$ cat src/rtl/wdg_pkg.sv
package wdg_pkg;
    typedef enum logic {SVC_IDLE, SVC_ARMED} svc_state_t;
    typedef enum logic {PL_IDLE, PL_ACTIVE} pl_state_t;
    typedef struct packed {
        logic wdg;
        logic awake;
        logic code;
    } cause_t;
endpackage

$ cat src/rtl/wdg_svc_seq.sv
module wdg_svc_seq
    import wdg_pkg::*;
#(
    parameter int KEY_W = 2,
    parameter logic [KEY_W-1:0] KEY_FIRST = 2'b10,
    parameter logic [KEY_W-1:0] KEY_SECOND = 2'b01
) (
    input  logic             clk,
    input  logic             rst_n,
    input  logic             enable,
    input  logic             wr,
    input  logic [KEY_W-1:0] wdata,
    output logic             svc_ok
);
    svc_state_t state_q, state_d;

    always_ff @(posedge clk or negedge rst_n) begin
        if (!rst_n) state_q <= SVC_IDLE;
        else        state_q <= state_d;
    end

    always_comb begin
        state_d = state_q;
        if (!enable) begin
            state_d = SVC_IDLE;
        end else if (wr) begin
            unique case (state_q)
                SVC_IDLE:  state_d = (wdata == KEY_FIRST) ? SVC_ARMED : SVC_IDLE;
                SVC_ARMED: state_d = SVC_IDLE;
            endcase
        end
    end

    always_comb begin
        svc_ok = 1'b0;
        unique case (state_q)
            SVC_IDLE:  svc_ok = 1'b0;
            SVC_ARMED: svc_ok = enable && wr && (wdata == KEY_SECOND);
        endcase
    end
endmodule

$ cat src/rtl/wdg_timer.sv
module wdg_timer #(
    parameter int PRESCALE = 4,
    parameter int PERIOD_TICKS = 8
) (
    input  logic clk,
    input  logic rst_n,
    input  logic enable,
    input  logic restart,
    output logic expire
);
    localparam int DIV_W  = (PRESCALE > 1) ? $clog2(PRESCALE) : 1;
    localparam int TICK_W = (PERIOD_TICKS > 1) ? $clog2(PERIOD_TICKS) : 1;
    localparam logic [DIV_W-1:0]  DIV_LAST  = DIV_W'(PRESCALE - 1);
    localparam logic [TICK_W-1:0] TICK_LAST = TICK_W'(PERIOD_TICKS - 1);

    logic [DIV_W-1:0]  div_q;
    logic [TICK_W-1:0] tick_q;
    logic              div_wrap;

    assign div_wrap = (div_q == DIV_LAST);
    assign expire   = enable && !restart && div_wrap && (tick_q == TICK_LAST);

    always_ff @(posedge clk or negedge rst_n) begin
        if (!rst_n) begin
            div_q  <= '0;
            tick_q <= '0;
        end else if (!enable || restart) begin
            div_q  <= '0;
            tick_q <= '0;
        end else if (div_wrap) begin
            div_q  <= '0;
            tick_q <= (tick_q == TICK_LAST) ? '0 : tick_q + 1'b1;
        end else begin
            div_q  <= div_q + 1'b1;
        end
    end
endmodule

$ cat src/rtl/wdg_pulse_fsm.sv
module wdg_pulse_fsm
    import wdg_pkg::*;
#(
    parameter int PULSE_LEN = 3
) (
    input  logic   clk,
    input  logic   rst_n,
    input  cause_t events,
    input  logic   stat_rd,
    output logic   pulse,
    output cause_t cause
);
    localparam int CNT_W = (PULSE_LEN > 1) ? $clog2(PULSE_LEN) : 1;
    localparam logic [CNT_W-1:0] CNT_LAST = CNT_W'(PULSE_LEN - 1);

    pl_state_t        state_q, state_d;
    logic [CNT_W-1:0] cnt_q;
    logic             accept;
    cause_t           set_mask;

    assign accept   = (state_q == PL_IDLE) && (|events);
    assign set_mask = accept ? events : cause_t'('0);

    always_ff @(posedge clk or negedge rst_n) begin
        if (!rst_n) state_q <= PL_IDLE;
        else        state_q <= state_d;
    end

    always_comb begin
        state_d = state_q;
        unique case (state_q)
            PL_IDLE:   if (accept) state_d = PL_ACTIVE;
            PL_ACTIVE: if (cnt_q == CNT_LAST) state_d = PL_IDLE;
        endcase
    end

    always_ff @(posedge clk or negedge rst_n) begin
        if (!rst_n)                     cnt_q <= '0;
        else if (state_q == PL_ACTIVE)  cnt_q <= cnt_q + 1'b1;
        else                            cnt_q <= '0;
    end

    always_ff @(posedge clk or negedge rst_n) begin
        if (!rst_n) cause <= '0;
        else        cause <= (stat_rd ? cause_t'('0) : cause) | set_mask;
    end

    always_comb begin
        pulse = 1'b0;
        unique case (state_q)
            PL_IDLE:   pulse = 1'b0;
            PL_ACTIVE: pulse = 1'b1;
        endcase
    end
endmodule

$ cat src/rtl/wdg_reset_gen.sv
module wdg_reset_gen
    import wdg_pkg::*;
#(
    parameter int PRESCALE = 65536,
    parameter int PERIOD_TICKS = 128,
    parameter int PULSE_LEN = 16,
    parameter int KEY_W = 2
) (
    input  logic             clk,
    input  logic             rst_n,
    input  logic             term_en,
    input  logic             src_sel,
    input  logic             svc_wr,
    input  logic [KEY_W-1:0] svc_key,
    input  logic             awake_n,
    input  logic             code_chg,
    input  logic             stat_rd,
    output logic             rst_pulse,
    output logic             cause_wdg,
    output logic             cause_awake,
    output logic             cause_code,
    output logic             clk_req
);
    logic   wdg_mode, wake_mode;
    logic   svc_ok, expire;
    logic   awake_prev_q;
    cause_t events, cause;

    assign wdg_mode  = term_en && src_sel;
    assign wake_mode = term_en && !src_sel;

    wdg_svc_seq #(
        .KEY_W(KEY_W),
        .KEY_FIRST(KEY_W'(2'b10)),
        .KEY_SECOND(KEY_W'(2'b01))
    ) u_seq (
        .clk(clk), .rst_n(rst_n), .enable(wdg_mode),
        .wr(svc_wr), .wdata(svc_key), .svc_ok(svc_ok)
    );

    wdg_timer #(.PRESCALE(PRESCALE), .PERIOD_TICKS(PERIOD_TICKS)) u_tmr (
        .clk(clk), .rst_n(rst_n), .enable(wdg_mode),
        .restart(svc_ok), .expire(expire)
    );

    always_ff @(posedge clk or negedge rst_n) begin
        if (!rst_n) awake_prev_q <= 1'b1;
        else        awake_prev_q <= awake_n;
    end

    assign events.wdg   = expire;
    assign events.awake = wake_mode && awake_prev_q && !awake_n;
    assign events.code  = wake_mode && code_chg;

    wdg_pulse_fsm #(.PULSE_LEN(PULSE_LEN)) u_pls (
        .clk(clk), .rst_n(rst_n), .events(events), .stat_rd(stat_rd),
        .pulse(rst_pulse), .cause(cause)
    );

    assign cause_wdg   = cause.wdg;
    assign cause_awake = cause.awake;
    assign cause_code  = cause.code;
    assign clk_req     = !awake_n;
endmodule

$ cat config.mk
export PLATFORM = sky130hd
export DESIGN_NAME = wdg_reset_gen
export DESIGN_NICKNAME = d
export VERILOG_FILES = /design/src/rtl/wdg_pkg.sv /design/src/rtl/wdg_svc_seq.sv /design/src/rtl/wdg_timer.sv /design/src/rtl/wdg_pulse_fsm.sv /design/src/rtl/wdg_reset_gen.sv
export SDC_FILE = /design/constraint.sdc
export NUM_CORES = 1
export LEC_CHECK = 0
export ABC_AREA = 1
export BUFFER_PORTS_ARGS = -buffer_cell sky130_fd_sc_hd__buf_4
export CORE_MARGIN = 2
export CORE_UTILIZATION = 63
export DETAILED_ROUTE_END_ITERATION = 10
export PLACE_DENSITY = 0.8
export SLEW_MARGIN = 20
export SYNTH_ARGS = -nofsm -noshare
export SYNTH_HDL_FRONTEND = slang
export SYNTH_SLANG_ARGS = --single-unit
$ cat constraint.sdc
create_clock -name clk -period 2.3 [get_ports clk]
set_input_delay 0.115 -clock clk [delete_from_list [all_inputs] [get_ports clk]]
set_output_delay 0.115 -clock clk [all_outputs]
set_load 0.01 [all_outputs]
# Word level (Yosys, flattened, before mapping)
# Index checks and enable logic that the tools add are counted.
# op_classes
muxes	17
n_addsub	3
reduce_logical	18
n_eq_ne	6
bitwise_logic	3
# ops
op	count
$mux W16	2
$mux W7	3
$add A16 B1 Y16 const B	1
$eq A16 B16 Y1 const B	1
$logic_and A1 B1 Y1	11
$pmux W1 S2	4
$add A7 B1 Y7 const B	1
$eq A7 B7 Y1 const B	1
$mux W3	2
$mux W1	5
$add A4 B1 Y4 const B	1
$eq A4 B4 Y1 const B	1
$logic_not A1 Y1	4
$mux W4	1
$or A3 B3 Y3	1
$reduce_or A3 Y1	1
$eq A2 B1 Y1 const B	1
$eq A2 B2 Y1 const B	1
$ne A2 B2 Y1 const B	1
$not A1 Y1	2
$reduce_bool A2 Y1	1
$logic_or A1 B1 Y1	1
# word_totals
wordCells	56
register_bits	33

# Logic depth before layout (Yosys ltp)
# Gate-level depths: netlist of run 1.
# logic_depth
word_depth	12
ltp_mapped	9
ltp_nobuf	9

# Hierarchy
# From an unflattened synthesis of run 1, not the netlist that was laid out.
# hier_totals
hier_cells	226
area_unflattened_um2	1775.5
# modules_own_cells
mod	cells_per_inst	instances	seq_area_each_um2	area_each_um2
wdg_timer	170	1	575.6	1303.8
wdg_pulse_fsm	37	1	200.2	341.6
wdg_reset_gen	10	1	26.3	65.1
wdg_svc_seq	9	1	25.0	65.1

# Least setup slack after synthesis of run 1
# No wires, ideal clock.
# synth_timing
path_kind	flip-flop to flip-flop
startpoint	register u_tmr.div_q[0]
endpoint	register u_tmr.tick_q[4]
setup_ns	0.126
t_required_ns	2.174
arrival_time_ns	1.256
setup_slack_ns	0.918
path_buffers	0
synth_period_minus_slack_ns	1.382
path_stages_with_launch	9
path_cell_list	dfrtp_1 > ha_1 > nand2_1 > nor2_4 > nand2_4 > nor2_8 > inv_4 > nand2_4 > o21ai_0
# synth_via
elab_chain_len	2
# synth_lines
item	line	text
start: declaration	wdg_timer.sv:16	logic [DIV_W-1:0] div_q;
start signal: assignment	wdg_timer.sv:34	div_q <= div_q + 1'b1;
$eq A16 B16 Y1	wdg_timer.sv:20	assign div_wrap = (div_q == DIV_LAST);
$reduce_bool A2 Y1 (no line)	n/a	
end signal: assignment	wdg_timer.sv:32	tick_q <= (tick_q == TICK_LAST) ? '0 : tick_q + 1'b1;
end: declaration	wdg_timer.sv:17	logic [TICK_W-1:0] tick_q;
# Every way passes these cells.
# A chain may end at the register's enable or synchronous reset.

# Final worst setup path of run 1
# layout_timing
startpoint	register u_tmr.tick_q[0]
endpoint	register u_tmr.tick_q[6]
# layout_via
elab_chain_len	4
# layout_lines
item	line	text
$add A7 B1 Y7 / $eq A7 B7 Y1 (equally long branches)	wdg_timer.sv:32	
$mux W7 (*)	wdg_timer.sv:32	
$mux W7 (*)	wdg_timer.sv:30	end else if (div_wrap) begin
$mux W7 (*)	wdg_timer.sv:27	end else if (!enable || restart) begin
# Every way passes the cells marked *; elsewhere a longest branch is shown, timed or not. The select of a mux whose other input is x is not followed.

==> reports/qor.yml, run 1 <==
status: "finished clean"
synth_area_mm2: 0.00175
min_to: "u_pls.cause[2]"
finalMaxSlewViolations: 0
die_h_um: 56.6
avgViaCountPerCell: 5.63
clkLatencyLatePin_ns: 0.34
synth_nets: 223
seqPwrFrac_pct: 51.9
die_w_um: 56.6
p_sw_share_pct: 25.5
synthMostInstantiatedCell: "nand2_1"
drc: 0
yosys-top-cells-area: "dfrtp_1 (46%), nand2_1 (9.9%), nor2_1 (8.2%)"
comb_power_share_pct: 12.7
dp_slack_ns: 0.763
setup_viol: 0
h-tree-depth: 2
p_per_area_mw_per_mm2: 644
avgSynthCellArea_um2: 8.31
dp.cells: 255
grt-ovfl-total: 0
nets: 246
grt_max_degree: 34
hold_viol: 0
io_buffers: 14
hp-start: "stat_rd"
fillers: 201
wl_per_cell_um: 13.4
clock_path_buffers: 2
hold_depth: 4
cts_root_buffer: "clkbuf_4"
hold_buffers: 2
fin_cells: 265
synth_edf_count: 0
drt_iter0_drc: 87
synth_top_area_share_pct: 45.9
drtPass1Iterations: 4
critPathMaxFanout: 6
layout-drive-gt1-share_pct: 16.7
critPathKind: "register to register"
fin_skew_ns: 0.0164
clkPwrFrac_pct: 35.4
r2r-end: "u_tmr.tick_q[6]"
core_area_mm2: 0.00269
synth-seq-cells: 33
clk_pin_slew_worst_paths_ns: 0.10
io_pins: 15
setup_ws_ns: 0.707
hp-class: "input pin to register"
totalWireLength_mm: 3.55
worstSetupEndpointType: "register"
yosys_warnings: 0
reg2reg_slack_ns: 0.71
async_flop_share_pct: 100
grt_use_total_pct: 26.6
vias: 1491
finalPower_mw: 1.28
tightest_slew_ns: 0.447
slew-limit-headroom_pct: 70.1
synth_top_area_cell: "dfrtp_1"
rr_startpoint: "u_tmr.tick_q[0]"
cp-start-kind: "register"
clock-sinks: 33
worst_ir_drop_vdd_v: 0.000724
synthCells: 210
yosysSeqAreaShare_pct: 47.4
globalplace.congestion: 0.960
grt_pass1_vias: 1503
synthTopCellsByCount: "nand2_1 (46), nor2_1 (38), dfrtp_1 (32)"
reg2reg_depth: 6
rows: 19
period_share_pct: 69.3
rsz0062_at_grt: "no"
synth_cell_type_count: 31
critPathRequiredTime_ns: 2.53
synth_flop_cell: "dfrtp_1"
antenna_cells: 0
p_int_uw: 957
min_period_ns: 1.59
p_leak_nw: 0.966
fmax_mhz: 628
drv_cap: 0
grt_first_pass_wirelength_mm: 6.51
cts_setup_buffers: 0
dp_hpwl_mm: 2.62
start_util_pct: 65.0
antenna_found_initial: 0
area_delta_synth_final_pct: 14.3
cts_inserted_buffers: 5
dieArea_mm2: 0.00321
cts_tree: "built"
ctsResizeCount: 0
timing.setup.tns_ns: 0
power.switching_uw: 328
worstPathArrival_ns: 1.82
antenna_left: 0
==> kinds of logic after synthesis <==
kind of cell / after synthesis / synth area share (%)
compound gates: 16 / 5.81
xor+xnor: 11 / 5.52
fa+ha+maj: 3 / 2.15
buf+inv: 23 / 5.23
flops: 33 / 47.4
simple gates: 124 / 33.9
==> layer usage <==
metal  GRT usage, %  vias up  share of wire [%]
li1               -      722                  -
met1           30.9      715                 43
met2           45.5       47                 51
met3           8.53        7                4.8
met4           9.86        0                1.3
met5              0        -                  0
==> layout by cell type, fill, tap and decap left out, drive strengths merged, types with 3 or more instances in the layout <==
master / instances
nor2: 43
ha: 3
nor3: 3
nand4: 4
xor2: 9
inv: 23
dfrtp: 32
clkbuf: 7
buf: 14
nand2: 51
nand3: 19
o21ai: 9
==> worst max path at each step <==
stage,endpoint,cells past startpoint,from,slack (ns)
after floorplan,u_tmr.tick_q[4],8,u_tmr.div_q[0],0.92
after global placement,u_pls.state_q,7,u_tmr.tick_q[0],0.82
after detailed placement,u_tmr.tick_q[6],6,u_tmr.tick_q[0],0.76
after CTS,u_tmr.tick_q[5],9,u_tmr.div_q[0],0.76
after global routing,u_tmr.tick_q[6],7,u_tmr.div_q[0],0.57
final,u_tmr.tick_q[6],6,u_tmr.tick_q[0],0.71
==> layout make-up <==
type                       count  area, um2  share of cell area (%)
sequential                    33        827                    41.5
multi-input combinational    154        827                    41.5
tap                           31       38.8                    1.94
clock inverter                 1       30.0                    1.51
inverter                      23       91.3                    4.58
timing repair buffer          16        125                    6.27
clock buffer                   7       55.1                    2.76
==> worst max-delay path, stage by stage (launching register included) <==
cell and delay, ns:
dfrtp_1 0.45, ha_1 0.25, nand3_1 0.12, nor2_1 0.39, inv_1 0.11, nand2_1 0.10, o21ai_1 0.07
==> state kept, by name, indices dropped and copies added (netlist names) <==
signal and count:
u_pls.cause 3, awake_prev_q 1, u_tmr.div_q 16, u_pls.state_q 1, u_pls.cnt_q 4, u_seq.state_q 1
u_tmr.tick_q 7
==> stage by stage <==
step	hold WS (ns)	instance area, um2	util [%]
floorplan	-0.181	1750	-
global placement	0.0724	1890	70.3
detailed placement	0.0803	1890	70.3
CTS	0.0395	1990	74.2
global route	0.0811	1990	74.2
finish	0.0517	1990	74.2
==> power by group through the flow <==
stage               Combinational, mW  Clock, mW  Sequential, mW
detailed placement              0.164          0           0.678
global placement                0.155          0           0.675
floorplan                      0.0923          0           0.674
CTS                             0.166      0.463           0.667
finish                          0.163      0.454           0.667
global route                    0.185      0.476           0.678
Note: power is estimated with default switching activity, not from simulation.
==> run 2, diff against run 1 <==
--- a/config.mk
+++ b/config.mk
@@ -8,9 +8,9 @@
 export ABC_AREA = 1
 export BUFFER_PORTS_ARGS = -buffer_cell sky130_fd_sc_hd__buf_4
 export CORE_MARGIN = 2
-export CORE_UTILIZATION = 63
+export CORE_UTILIZATION = 58
 export DETAILED_ROUTE_END_ITERATION = 10
-export PLACE_DENSITY = 0.8
+export PLACE_DENSITY = 0.74
 export SLEW_MARGIN = 20
 export SYNTH_ARGS = -nofsm -noshare
 export SYNTH_HDL_FRONTEND = slang
==> constraint.sdc (replaced) <==
create_clock -name clk -period 1.65 [get_ports clk]
set_input_delay 0.0825 -clock clk [delete_from_list [all_inputs] [get_ports clk]]
set_output_delay 0.0825 -clock clk [all_outputs]
set_load 0.01 [all_outputs]
==> run 2 against run 1 <==
Effect of this change:
- non-clock buffer count rose by 4
- routed wire length fell by 0.99%
- largest power group unchanged
- clock-buffer cell count fell by 2
- critical path type unchanged
- critical endpoint is now u_tmr.tick_q[4]
- largest cell class unchanged
==> reports/qor.yml, run 2 (same netlist as run 1, synthesis figures left out) <==
status: "finished clean"
grt_first_pass_wirelength_mm: 6.04
worstPathArrival_ns: 1.75
cp-endpoint: "u_tmr.tick_q[4]"
cp-start-kind: "register"
die_w_um: 58.9
clkLatencyLatePin_ns: 0.34
grt_use_total_pct: 23.2
seqPwrFrac_pct: 57.4
power.switching_uw: 483
rr_startpoint: "u_tmr.div_q[0]"
p_sw_share_pct: 29.8
critPathRequiredTime_ns: 1.88
timing.setup.tns_ns: 0
core_area_mm2: 0.00281
worst_ir_drop_vdd_v: 0.000573
finalPower_mw: 1.62
clk_pin_slew_worst_paths_ns: 0.10
start_util_pct: 62.2
period_share_pct: 92.0
grt-ovfl-total: 0
comb_power_share_pct: 14.8
drtPass1Iterations: 4
die_h_um: 58.9
utilization_pct: 71.2
antenna_found_initial: 0
hp-class: "input pin to register"
worstSetupEndpointType: "register"
dieArea_mm2: 0.00346
min_period_ns: 1.52
cts_tree: "built"
largest_register_ffs: 16
p_leak_nw: 0.970
fmax_mhz: 659
final_common_cell: "nand2_1"
reg_top3: "u_tmr.div_q (16), u_tmr.tick_q (7), u_pls.cnt_q (4)"
p_per_area_mw_per_mm2: 810
clock_path_buffers: 2
r2r-end: "u_tmr.tick_q[4]"
p_int_mw: 1.14
finalMaxSlewViolations: 0
grt_max_degree: 34
drc: 0
antenna_cells: 0
setup_viol: 0
cp-startpoint: "u_tmr.div_q[0]"
critPathMaxFanout: 8
drv_cap: 0
regMostFlops: "u_tmr.div_q"
vias: 1445
wl_per_cell_um: 13.1
cts_inserted_buffers: 5
avgViaCountPerCell: 5.37
layout.cells.most_common_list: "nand2_1 (46), nor2_1 (38), dfrtp_1 (31)"
h-tree-depth: 2
clock-sinks: 33
critPathKind: "register to register"
globalplace.congestion: 0.928
io_pins: 15
drt_iter0_drc: 103
grt_pass1_vias: 1370
slew-limit-headroom_pct: 73.0
area_delta_synth_final_pct: 14.5
clkPwrFrac_pct: 27.8
reg2reg_slack_ns: 0.13
rows: 19
fin_skew_ns: 0.00719
cts_root_buffer: "clkbuf_4"
nets: 250
dp_hpwl_mm: 2.55
tightest_slew_ns: 0.405
totalWireLength_mm: 3.51
hold_viol: 0
io_buffers: 14
rsz0062_at_grt: "no"
antenna_left: 0
fillers: 232
layout-drive-gt1-share_pct: 18.5
reg2reg_depth: 8
[run 2: metrics by stage]
stage | cells | hold WS [ns] | worst slack, ns | area (um2)
2_1_floorplan | 210 | -0.213 | 0.268 | 1750
3_3_place_gp | 257 | 0.0416 | 0.178 | 1900
3_5_place_dp | 257 | 0.0483 | 0.121 | 1900
4_1_cts | 268 | 0.0212 | 0.113 | 1990
5_1_grt | 269 | 0.0439 | 0.00879 | 2000
6_report | 269 | 0.0318 | 0.132 | 2000
[run 2: worst min-delay path by stage]
stage | from | end | slack, ns | cells past startpoint
floorplan | rst_n | u_pls.cause[0] | -0.21 | 0
detailed placement | rst_n | u_tmr.div_q[4] | 0.05 | 1
finish | svc_wr | u_seq.state_q | 0.03 | 4
CTS | svc_wr | u_seq.state_q | 0.02 | 4
global placement | rst_n | u_tmr.div_q[4] | 0.04 | 1
global route | svc_wr | u_seq.state_q | 0.04 | 4
[run 2: timing repair]
action                                  in CTS  in global routing
endpoints found under the hold margin       35                  0
hold buffers                                 3                  0
setup buffers                                0                  1
endpoints found under the setup margin       0                  9
resized for setup                            0                  1
[run 2: power by group through the flow]
stage          clock network [mW]  registers (mW)  logic [mW]
2_1_floorplan                   0           0.940       0.129
3_3_place_gp                    0           0.939       0.220
3_5_place_dp                    0           0.944       0.234
4_1_cts                     0.461           0.928       0.241
5_1_grt                     0.486           0.937       0.278
6_report                    0.451           0.930       0.239
[run 2: per-layer routing]
layer	part of all wire [%]	vias up	GRT usage [%]	wire [um]
met5	0	-	0	0
met4	1.9	0	7.47	65
met3	4.5	11	6.15	157
met2	48	34	36.5	1700
met1	45	673	31.5	1590
li1	-	727	-	-
[run 2: worst max-delay path, cell delays in order, from the launching register on]
cell     delay (ns)
dfrtp_2        0.40
ha_1           0.23
nand2_1        0.12
nor2_4         0.13
nand2_4        0.10
nor2_8         0.19
inv_4          0.05
nand2_4        0.11
o21ai_0        0.09
[run 2: area by class of cell]
type / instances / area, um2 / share of cell area [%]
inverter: 23 / 91.3 / 4.57
clock inverter: 3 / 17.5 / 0.877
sequential: 33 / 828 / 41.5
multi-input combinational: 154 / 827 / 41.4
clock buffer: 5 / 37.5 / 1.88
tap: 31 / 38.8 / 1.94
timing repair buffer: 20 / 158 / 7.89
